## src/rtl/dbg_rec_pkg.sv

```systemverilog
package dbg_rec_pkg;
  localparam int NUM_EVT = 6;
  localparam int CAUSE_W = 4;
  localparam int SEL_W = 2;
  localparam logic [SEL_W-1:0] SEL_STATUS = 2'd0;
  localparam logic [SEL_W-1:0] SEL_FAULT = 2'd1;

  typedef enum logic [CAUSE_W-1:0] {
    CAUSE_HALT   = 4'd0,
    CAUSE_BREAK  = 4'd1,
    CAUSE_WATCH  = 4'd2,
    CAUSE_SWBKPT = 4'd3,
    CAUSE_EXTREQ = 4'd4,
    CAUSE_VCATCH = 4'd5
  } causeE;

  typedef struct packed {
    logic                causeLd;
    logic [CAUSE_W-1:0]  causeVal;
    logic                faultCap;
    logic                faultWr;
  } strobeT;
endpackage

```

## src/rtl/dbg_rec_ctrl.sv

```systemverilog
module dbg_rec_ctrl
  import dbg_rec_pkg::*;
(
  input  logic [NUM_EVT-1:0] evtVec,
  input  logic               coreHalted,
  input  logic               regWrEn,
  input  logic [SEL_W-1:0]   regSel,
  input  logic [CAUSE_W-1:0] wrCause,
  output strobeT             strobe
);
  logic [CAUSE_W-1:0] pick;
  logic anyEvt;
  logic recordEvt;

  // lowest index wins: scan from top down so the last hit is the lowest
  always_comb begin
    pick = '0;
    for (int i = NUM_EVT - 1; i >= 0; i--) begin
      if (evtVec[i]) pick = CAUSE_W'(i);
    end
  end

  assign anyEvt = |evtVec;
  assign recordEvt = anyEvt && !coreHalted;

  always_comb begin
    strobe = '0;
    if (recordEvt) begin
      strobe.causeLd = 1'b1;
      strobe.causeVal = pick;
    end else if (regWrEn && regSel == SEL_STATUS) begin
      strobe.causeLd = 1'b1;
      strobe.causeVal = wrCause;
    end
    strobe.faultCap = recordEvt && (pick == CAUSE_WATCH);
    strobe.faultWr = regWrEn && (regSel == SEL_FAULT) && !strobe.faultCap;
  end
endmodule

```

## src/rtl/dbg_rec_dpath.sv

```systemverilog
module dbg_rec_dpath
  import dbg_rec_pkg::*;
#(
  parameter int ADDR_W = 32
) (
  input  logic               clk,
  input  logic               rstN,
  input  strobeT             strobe,
  input  logic               coreHalted,
  input  logic               coreRestarting,
  input  logic [1:0]         wpState,
  input  logic [ADDR_W-1:0]  wpAddr,
  input  logic [ADDR_W-1:0]  regWrData,
  input  logic [SEL_W-1:0]   regSel,
  output logic [ADDR_W-1:0]  regRdData,
  output logic [CAUSE_W+1:0] statusWord,
  output logic [ADDR_W-1:0]  faultQ
);
  localparam int STAT_W = CAUSE_W + 2;

  logic [CAUSE_W-1:0] causeQ;
  logic haltedQ;
  logic restartedQ;
  logic [ADDR_W-1:0] offset;

  always_comb begin
    unique case (wpState)
      2'b00:   offset = ADDR_W'(8);
      2'b01:   offset = ADDR_W'(4);
      default: offset = '0;
    endcase
  end

  always_ff @(posedge clk or negedge rstN) begin
    if (!rstN) begin
      causeQ <= '0;
      haltedQ <= 1'b0;
      restartedQ <= 1'b1;
      faultQ <= '0;
    end else begin
      haltedQ <= coreHalted;
      restartedQ <= !coreRestarting;
      if (strobe.causeLd) causeQ <= strobe.causeVal;
      if (strobe.faultCap) faultQ <= wpAddr + offset;
      else if (strobe.faultWr) faultQ <= regWrData;
    end
  end

  assign statusWord = {causeQ, restartedQ, haltedQ};

  always_comb begin
    case (regSel)
      SEL_STATUS: regRdData = {{(ADDR_W-STAT_W){1'b0}}, statusWord};
      SEL_FAULT:  regRdData = faultQ;
      default:    regRdData = '0;
    endcase
  end
endmodule

```

## src/rtl/dbg_entry_recorder.sv

```systemverilog
module dbg_entry_recorder
  import dbg_rec_pkg::*;
#(
  parameter int ADDR_W = 32
) (
  input  logic              clk,
  input  logic              rstN,
  input  logic              evtHaltReq,
  input  logic              evtBreak,
  input  logic              evtWatch,
  input  logic              evtSwBkpt,
  input  logic              evtExtReq,
  input  logic              evtVecCatch,
  input  logic              abortEvt,
  input  logic              coreHalted,
  input  logic              coreRestarting,
  input  logic [1:0]        wpState,
  input  logic [ADDR_W-1:0] wpAddr,
  input  logic              regWrEn,
  input  logic [1:0]        regSel,
  input  logic [ADDR_W-1:0] regWrData,
  output logic [ADDR_W-1:0] regRdData,
  output logic [5:0]        statusOut
);
  strobeT strobe;
  logic [NUM_EVT-1:0] evtVec;
  logic [ADDR_W-1:0] faultQ;
  logic abortSeen;

  // precise aborts are observed but deliberately leave all state alone
  assign abortSeen = abortEvt;

  assign evtVec = {evtVecCatch, evtExtReq, evtSwBkpt, evtWatch, evtBreak, evtHaltReq};

  dbg_rec_ctrl u_ctrl (
    .evtVec(evtVec),
    .coreHalted(coreHalted),
    .regWrEn(regWrEn),
    .regSel(regSel),
    .wrCause(regWrData[5:2]),
    .strobe(strobe)
  );

  dbg_rec_dpath #(.ADDR_W(ADDR_W)) u_dpath (
    .clk(clk),
    .rstN(rstN),
    .strobe(strobe),
    .coreHalted(coreHalted),
    .coreRestarting(coreRestarting),
    .wpState(wpState),
    .wpAddr(wpAddr),
    .regWrData(regWrData),
    .regSel(regSel),
    .regRdData(regRdData),
    .statusWord(statusOut),
    .faultQ(faultQ)
  );
endmodule

```

## config.mk

```make
export PLATFORM = sky130hd
export DESIGN_NAME = dbg_entry_recorder
export DESIGN_NICKNAME = d
export VERILOG_FILES = /design/src/rtl/dbg_rec_pkg.sv /design/src/rtl/dbg_rec_ctrl.sv /design/src/rtl/dbg_rec_dpath.sv /design/src/rtl/dbg_entry_recorder.sv
export SDC_FILE = /design/constraint.sdc
export NUM_CORES = 1
export LEC_CHECK = 0
export ABC_AREA = 1
export CAP_MARGIN = 15
export CORE_MARGIN = 4
export CORE_UTILIZATION = 29
export CTS_BUF_LIST = sky130_fd_sc_hd__clkbuf_2
export DETAILED_ROUTE_END_ITERATION = 6
export PLACE_DENSITY = 0.67
export SETUP_SLACK_MARGIN = 0.3
export SYNTH_ARGS = -nofsm -noshare
export SYNTH_HDL_FRONTEND = slang
export SYNTH_SLANG_ARGS = --single-unit
```

## constraint.sdc

```tcl
create_clock -name clk -period 1.2 [get_ports clk]
set_input_delay 0.18 -clock clk [delete_from_list [all_inputs] [get_ports clk]]
set_output_delay 0.18 -clock clk [all_outputs]
set_load 0.005 [all_outputs]
```

Yosys cells after proc, flatten, opt, wreduce, memory -nomap -nowiden

Cells that the tools add are included.

Flip-flop bits (word level): 38
Output and inout port bits: 38
Input port bits: 80

Eq/ne operators: 3
Reductions and logical operators: 12
Mux-type cells: 12
Add/sub/neg operators: 1

Operators with widths:

| kind                 | number |
|---|---|
| $mux W32             | 2 |
| $pmux W32 S2         | 1 |
| $add A32 B4 Y32      | 1 |
| $mux W3              | 6 |
| $mux W5              | 2 |
| $pmux W4 S2          | 1 |
| $reduce_or A6 Y1     | 1 |
| $logic_and A1 B1 Y1  | 5 |
| $eq A2 B1 Y1 const B | 2 |
| $logic_not A2 Y1     | 2 |
| $eq A3 B2 Y1 const B | 1 |
| $logic_not A1 Y1     | 3 |
| $reduce_bool A2 Y1   | 1 |

Longest topological paths before layout

Gate-level depths: netlist of run 1.

Depth in word-level cells: 12
Gate-level depth with buffers: 14
Depth with buffers taken out: 14

Cells and area by module

Synthesis of run 1 repeated with hierarchy kept, for this count alone.

Cell total of the unflattened synthesis: 504
Area total of the unflattened synthesis: 3,064.2 µm²

Modules (own cells, without submodules):

| module        | seq. area each (µm²) | area an instance (µm²) | times used | cells each |
|---|---|---|---|---|
| dbg_rec_dpath | 952.2                | 2,896.5                | 1          | 468 |
| dbg_rec_ctrl  | 0.0                  | 167.7                  | 1          | 36 |

Worst setup path after synthesis of run 1

OpenSTA, ideal clock, no wires.

Kind: input to register
Start point: in wpState[0]
End point: reg u_dpath.faultQ[14]
Setup slack: -493 ps
Stages: 12
Setup time: 116 ps
Path buffers: 0
Arrival: 1,576 ps
Cell sequence: inv_1 -> nor2_1 -> ha_1 -> inv_1 -> fa_1 -> nor2_4 -> nand2_4 -> nor2_4 -> xnor2_1 -> nand2_1 -> nand2_1 -> nand2_1

Word-level cells in the longest chain between the ends: 4
Elaborated cells on any way between the ends: 5
Classes of those cells: add/sub: 1; eq/ne: 1; mux: 2; reduce/logical: 1

Ends and longest elaborated chain:

| what                                             | RTL line                 | text |
|---|---|---|
| from (decl)                                      | dbg_entry_recorder.sv:17 | `input logic [1:0] wpState,` |
| $eq A2 B1 Y1 or $logic_not A2 Y1 (tied branches) | dbg_rec_dpath.sv:27      | `unique case (wpState)` |
| $pmux W4 S2 *                                    | dbg_rec_dpath.sv:27      |  |
| $add A32 B4 Y32 *                                | dbg_rec_dpath.sv:44      | `if (strobe.faultCap) faultQ <= wpAddr + offset;` |
| $mux W32 *                                       | dbg_rec_dpath.sv:44      |  |
| to (signal assigned)                             | dbg_rec_dpath.sv:44      |  |
| to (signal assigned)                             | dbg_rec_dpath.sv:45      | `else if (strobe.faultWr) faultQ <= regWrData;` |
| to (decl)                                        | dbg_rec_dpath.sv:17      | `output logic [ADDR_W-1:0] faultQ` |

Every way passes the cells marked *; elsewhere a longest branch is shown, timed or not.
A chain may end at the register's enable or synchronous reset.

Worst setup path after layout of run 1

Start point: in wpState[0]
End point: reg u_dpath.faultQ[6]

The elaborated chain is that of the path after synthesis.

==> out/results.ini, run 1 <==
[run_status]
status=finished with violations
violations=negative setup slack

[global_route]
grt_util_met2_pct=35.57
first_global_vias=4116
met3_usage_pct=2.609
grtUsageMet1_pct=24.50
grt_pass1_wl_um=19910
track_usage_pct=19.42
antenna_found_initial=0
grt_start_max_net_pins=23
grt_busiest_layer=met2
grt_overflow=0

[worst_setup_path]
critPathRequiredTime_ps=1520
critPathLaunchType=input port
crit_path_end=u_dpath.faultQ[6]
reg2reg_from=u_dpath.faultQ[9]
cp_data_arrival_time_ps=1780
end_kind=flip-flop
crit_path_max_fanout=5
crit_start=wpState[0]
crit_type=in -> reg
r2r-end=u_dpath.faultQ[9]
reg2reg_setup_slack_ps=70
r2r_cells=8

[drt]
vias=3937
vias_per_cell=4.515
dr.pass1.iters=4
drc=0
drt-initial-drc-count=190
ant_nets=0
wl_per_cell_um=14.03
drt_wl_total_um=12230

[floorplanning]
dieArea_mm2=0.01247
num_rows=37
die_w_um=111.7
die_h_um=111.7
initial_utilization_pct=29.93
core_mm2=0.01042
boundaryPins=118

[cts]
cts.path.max_buffers=2
cts.sink_count=38
cts_htree_levels=2
cts_made_buffers=5
worstSkewPairLatency_ps=400
ctsRootBufferMaster=clkbuf_2
clk_pin_slew_worst_paths_ps=220
cts_tree=built

[final_layout]
layout_commonest_cell=nand2_1
nets=818
mostFrequentLayoutCells=nand2_1 (157), buf_4 (73), inv_1 (51), nor2_1 (43), buf_2 (41)
finalInstanceArea_mm2=0.005933
syn_to_final_growth_pct=90.29
n_antenna_cell=0
drive_above_1_share_pct=42.12

[placement]
dp_slack_ps=-1059
place_hpwl_um=8864
io_buffer_count=116
place_congestion=0.8459
place_area_mm2=0.004985

[logic_synthesis]
yosys_warnings=0
synth_area_per_cell_um2=6.078
syn_area_mm2=0.003118
synthTopCellsByArea=dfrtp_1 (30%), nand2_1 (23%), inv_1 (9.6%), nor2_1 (8.2%), o21ai_0 (5.5%)
yosys.area.top_type=dfrtp_1
synth.distinct_cells=32
syn_inst=513
synth_edf_count=0
yosys_most_used_dff=dfrtp_1
synth-seq-cells=38
synth_top_cell_area_share_pct=29.70
syn-num-nets=596
ys_seq_area_share_pct=30.54
synthArstFlopShare_pct=100.0

[timing]
maxSlewHeadroom_pct=69.65
worst_pin_slew_ps=455.2
finClkSkew_ps=0
min_period_over_period_pct=121.1
fin_ws_ps=-252.7
fin_crit_ps=1453
rsz0062_at_grt=yes
setup-tns-final_ps=-3753
max_clock_freq_mhz=688.4
hold_viol=0
slew_viol_final=0
setup_viol=50
fin_hold_ws_ps=211.3

[power_and_ir_drop]
power.total_w=0.004519
vdd_ir_drop_max_uv=594.0
power.density_mw_per_mm2=761.6
p_leak_nw=3.031

[worst_hold_path]
hold_path.class=in -> reg

[flow_run]
max-cap-violations=0

## registers in the layout, indices dropped and copies added (netlist names)
signal              cells
u_dpath.haltedQ         1
u_dpath.restartedQ      1
u_dpath.faultQ         32
u_dpath.causeQ          4
## cell type report
type / count / area [um2]
clock buffers: 5 / 25.02
multi-input cells: 376 / 2246
well taps: 136 / 170.2
inverters: 84 / 380.4
clock inverters: 3 / 68.82
repair buffers: 230 / 2091
fillers: 977 / 4483
flip-flops and latches: 38 / 952.2
## cells by family after synthesis
family | synth area share (%)
adder cells (fa/ha/maj) | 1.445
flip-flops | 30.54
buffers and inverters | 13.56
AND/OR/NAND/NOR | 42.13
AO/OA/AOI/OAI | 8.948
XOR/XNOR | 3.371
## routing by layer
metal	vias up	wire, um
met2	93	6382
met4	0	95
met1	1831	5224
met5	-	0
li1	2006	-
met3	7	530
## critical path: stages
cell and delay, ps:
buf_8 90, inv_8 30, nor2_4 100, ha_4 140, inv_2 40, fa_2 410, nor2_4 210, buf_4 150
buf_6 80, xnor2_1 110, nand2_1 80, o21ai_1 90, inv_1 60
## what timing repair did
item,4_1_cts,5_1_grt
gates resized for setup,321,73
pin swaps,83,26
gates cloned,5,0
setup buffers,33,15
endpoints found under the hold margin,16,1
hold buffers,1,1
setup endpoints to repair,74,70
## per-stage QoR
step | std cells | utilization, %
global placement | 809 | 47.86
detailed placement | 809 | 47.86
CTS | 856 | 53.98
finish | 872 | 56.96
floorplan | 513 | -
global route | 872 | 56.96
## worst min path at each step
| stage | startpoint | endpoint | slack, ps | cells past startpoint |
|---|---|---|---|---|
| finish | coreHalted | u_dpath.causeQ[1] | 210 | 5 |
| global route | coreHalted | u_dpath.causeQ[1] | 190 | 5 |
| CTS | coreHalted | u_dpath.haltedQ | 110 | 2 |
| detailed placement | rstN | u_dpath.faultQ[19] | 160 | 1 |
| global placement | rstN | u_dpath.faultQ[21] | 150 | 1 |
| floorplan | rstN | u_dpath.causeQ[0] | -120 | 0 |
## report_power, final
| group | switching [W] | total [W] | leakage, nW | internal [W] |
|---|---|---|---|---|
| Combinational | 0.000852 | 0.00183 | 2.52 | 0.000981 |
| Sequential | 0.000132 | 0.00164 | 0.460 | 0.00151 |
| Clock | 0.000477 | 0.00104 | 0.0532 | 0.000565 |
| Total | 0.00146 | 0.00452 | 3.03 | 0.00306 |
## Yosys cell counts (3+ instances only)
library cell  count
a21oi_1           3
buf_6             4
nand2_1         188
inv_2             3
buf_4             3
o21ai_1           7
dfrtp_1          37
nor2_1           68
buf_2             5
xor2_1            3
nand3b_1         10
xnor2_1           9
a22o_1            3
nor2_4            4
nand2_2           5
inv_1            80
o21ai_0          34
nand3_1          27
No activity file was read; power rests on OpenSTA's default activity.
==> inputs of run 2 (changes only) <==
--- a/config.mk
+++ b/config.mk
@@ -6,7 +6,6 @@
 export NUM_CORES = 1
 export LEC_CHECK = 0
 export ABC_AREA = 1
-export CAP_MARGIN = 15
 export CORE_MARGIN = 4
 export CORE_UTILIZATION = 29
 export CTS_BUF_LIST = sky130_fd_sc_hd__clkbuf_2
==> results of run 2 <==
The final DEF is identical to that of run 1; final timing and power are the same.
==> inputs of run 3 (changes only) <==
--- a/config.mk
+++ b/config.mk
@@ -6,12 +6,13 @@
 export NUM_CORES = 1
 export LEC_CHECK = 0
 export ABC_AREA = 1
-export CORE_MARGIN = 4
+export CORE_MARGIN = 1.5
 export CORE_UTILIZATION = 29
 export CTS_BUF_LIST = sky130_fd_sc_hd__clkbuf_2
 export DETAILED_ROUTE_END_ITERATION = 6
-export PLACE_DENSITY = 0.67
+export PLACE_DENSITY = 0.54
 export SETUP_SLACK_MARGIN = 0.3
+export SKIP_LAST_GASP = 1
 export SYNTH_ARGS = -nofsm -noshare
 export SYNTH_HDL_FRONTEND = slang
 export SYNTH_SLANG_ARGS = --single-unit
==> run 3 against run 2 <==
Effect of this change: the run still ends with negative setup slack left; cell count shrank 0.57%; via count down 1.5%; die area decreased by 8.8%; non-clock buffer count down 9; critical path depth down 11; worst hold slack worse by 99 ps; sequential share of layout area increased by 0.45 points; largest power group unchanged.
==> out/results.ini, run 3 (same netlist as run 1, synthesis figures left out) <==
[cts]
worstSkewPairLatency_ps=390  ; about the same
clk_pin_slew_worst_paths_ps=200  ; -20 ps
cts_tree=built
cts_htree_levels=2  ; unchanged
ctsRootBufferMaster=clkbuf_2
cts_made_buffers=5  ; unchanged
cts.sink_count=38  ; unchanged
cts.path.max_buffers=2  ; unchanged

[floorplanning]
core_mm2=0.01037  ; -0.44%
die_h_um=106.7  ; -4.5%
boundaryPins=118  ; unchanged
die_w_um=106.7  ; -4.5%
dieArea_mm2=0.01138  ; -8.8%
num_rows=37  ; unchanged
initial_utilization_pct=30.07  ; +0.13 points

[final_layout]
syn_to_final_growth_pct=85.11
final_util_pct=55.66  ; -1.3 points
largestRegisters=u_dpath.faultQ (32), u_dpath.causeQ (4)
drive_above_1_share_pct=39.40  ; -2.7 points
nFillCells=1044  ; +6.9%
final_cells=867  ; -0.57%
n_antenna_cell=0  ; unchanged
layout_commonest_cell=nand2_1
top_register=u_dpath.faultQ
nets=813  ; -0.61%
mostFrequentLayoutCells=nand2_1 (157), buf_4 (75), inv_1 (57), nor2_1 (48), clkdlybuf4s50_1 (42)
largest_reg_flops=32  ; unchanged

[drt]
drt_wl_total_um=11530  ; -5.7%
drc=0  ; unchanged
drt-initial-drc-count=140  ; -26%
wl_per_cell_um=13.30  ; -5.2%
vias_per_cell=4.471  ; -0.98%
ant_nets=0  ; unchanged
vias=3876  ; -1.5%
dr.pass1.iters=4  ; unchanged

[global_route]
track_usage_pct=20.25  ; +0.82 points
grt_pass1_wl_um=18310  ; -8.0%
antenna_found_initial=0  ; unchanged
grt_overflow=0  ; unchanged
grt_start_max_net_pins=39  ; +70%
first_global_vias=3839  ; -6.7%

[worst_setup_path]
critPathRequiredTime_ps=1020  ; -500 ps
cp_data_arrival_time_ps=1190  ; -590 ps
crit_path_max_fanout=2  ; -3
path_cells=a22o_1, buf_2
timing.critical_path.slowest_stage_cell=dfrtp_1
crit_type=reg -> out
critPathLaunchType=flip-flop
end_kind=output port
critPathMaxStageDelay_ps=430  ; +20 ps

[power_and_ir_drop]
power.density_mw_per_mm2=690.7  ; -9.3%
p_leak_nw=2.936  ; -3.1%
vdd_ir_drop_max_uv=340.1  ; -43%

[timing]
worst_pin_slew_ps=314.7  ; -140.5 ps
fin_crit_ps=1370  ; -83.11 ps
slew_viol_final=0  ; unchanged
fin_ws_ps=-169.5  ; +83.11 ps
rsz0062_at_grt=yes
hold_viol=0  ; unchanged
maxSlewHeadroom_pct=78.80  ; +9.1 points
min_period_over_period_pct=114.1  ; -6.9 points
finClkSkew_ps=0  ; unchanged
setup-tns-final_ps=-2216  ; +1537 ps
max_clock_freq_mhz=730.2  ; +6.1%
setup_viol=30  ; -40%
fin_hold_ws_ps=112.7  ; -98.53 ps

[run_status]
violations=negative setup slack
status=finished with violations

[placement]
place_congestion=0.9042  ; +6.9%
io_buffer_count=116  ; unchanged
dp_cells=806  ; -0.37%
place_hpwl_um=8360  ; -5.7%
dp_slack_ps=-1043  ; +15.40 ps

[flow_run]
max-cap-violations=0  ; unchanged

[worst_hold_path]
hold_path.class=in -> reg

## run 3: cell types whose count changed in the layout (fill, tap and decap cells not counted), moves of 3 or more
| cell | previous run | this run |
|---|---|---|
| buf_6 | 29 | 19 |
| inv_1 | 51 | 57 |
| inv_2 | 24 | 18 |
| nand2_4 | 13 | 8 |
| nor2_1 | 43 | 48 |
| nand2_2 | 23 | 27 |
| dlygate4sd2_1 | 22 | 19 |
| inv_6 | 1 | 4 |
| nand3_2 | 9 | 12 |
| nor2_2 | 20 | 17 |
| o21ai_0 | 21 | 24 |
| o21ai_2 | 6 | 3 |
## run 3: repair_timing
action | in CTS | in global routing
gates resized for setup | 287 | 74
hold buffers | 1 | 0
hold endpoints to repair | 38 | 0
pin swaps | 79 | 46
buffers inserted | 31 | 14
endpoints found under the setup margin | 74 | 74
gates cloned | 5 | 2
## run 3: metrics by stage
stage	power (W)	cell area, um2
floorplan	0.002268	3287
global placement	0.003083	5000
detailed placement	0.003099	5000
CTS	0.003849	5478
global route	0.004245	5772
finish	0.003986	5772
## run 3: worst paths after layout
| kind | start | cells after the start | endpoint | slack (ps) |
|---|---|---|---|---|
| worst min register to register | u_dpath.faultQ[21] | 2 | u_dpath.faultQ[21] | 510 |
| worst max register to register | u_dpath.faultQ[11] | 6 | u_dpath.faultQ[11] | 110 |
| worst min-delay path | coreHalted | 2 | u_dpath.haltedQ | 110 |
| max in group asynchronous | rstN | 3 | u_dpath.restartedQ | 680 |
| worst max-delay path | u_dpath.causeQ[1] | 2 | regRdData[3] | -170 |
| min in group asynchronous | rstN | 3 | u_dpath.faultQ[1] | 260 |
## run 3: cell type report
class                   count  area (um2)  area share, %
clock inverters             2       8.758         0.1517
multi-input cells         378        2203          38.17
well taps                 136       170.2          2.948
repair buffers            221        1994          34.55
flip-flops and latches     38       952.2          16.50
clock buffers               6       30.03         0.5203
repair inverters            2       17.52         0.3035
inverters                  84       395.4          6.850
## run 3: critical path, delay by kind of cell, from the launching register on
family / cells / cell delay (ps)
compound gates: 1 / 240
buf+inv: 1 / 130
flops: 1 / 430
## run 3: layer usage
metal	GRT usage, %	share of wire (%)
met5	0	0
met2	35.62	50
met3	2.614	4.8
met1	26.27	44
met4	4.762	1.1
## run 3: report_power, final
| group | leakage, nW | switching [W] | internal (W) |
|---|---|---|---|
| clock | 0.0304 | 0.000434 | 0.000144 |
| combinational | 2.45 | 0.000815 | 0.000962 |
| sequential | 0.460 | 0.000121 | 0.00151 |
| total | 2.94 | 0.00137 | 0.00262 |
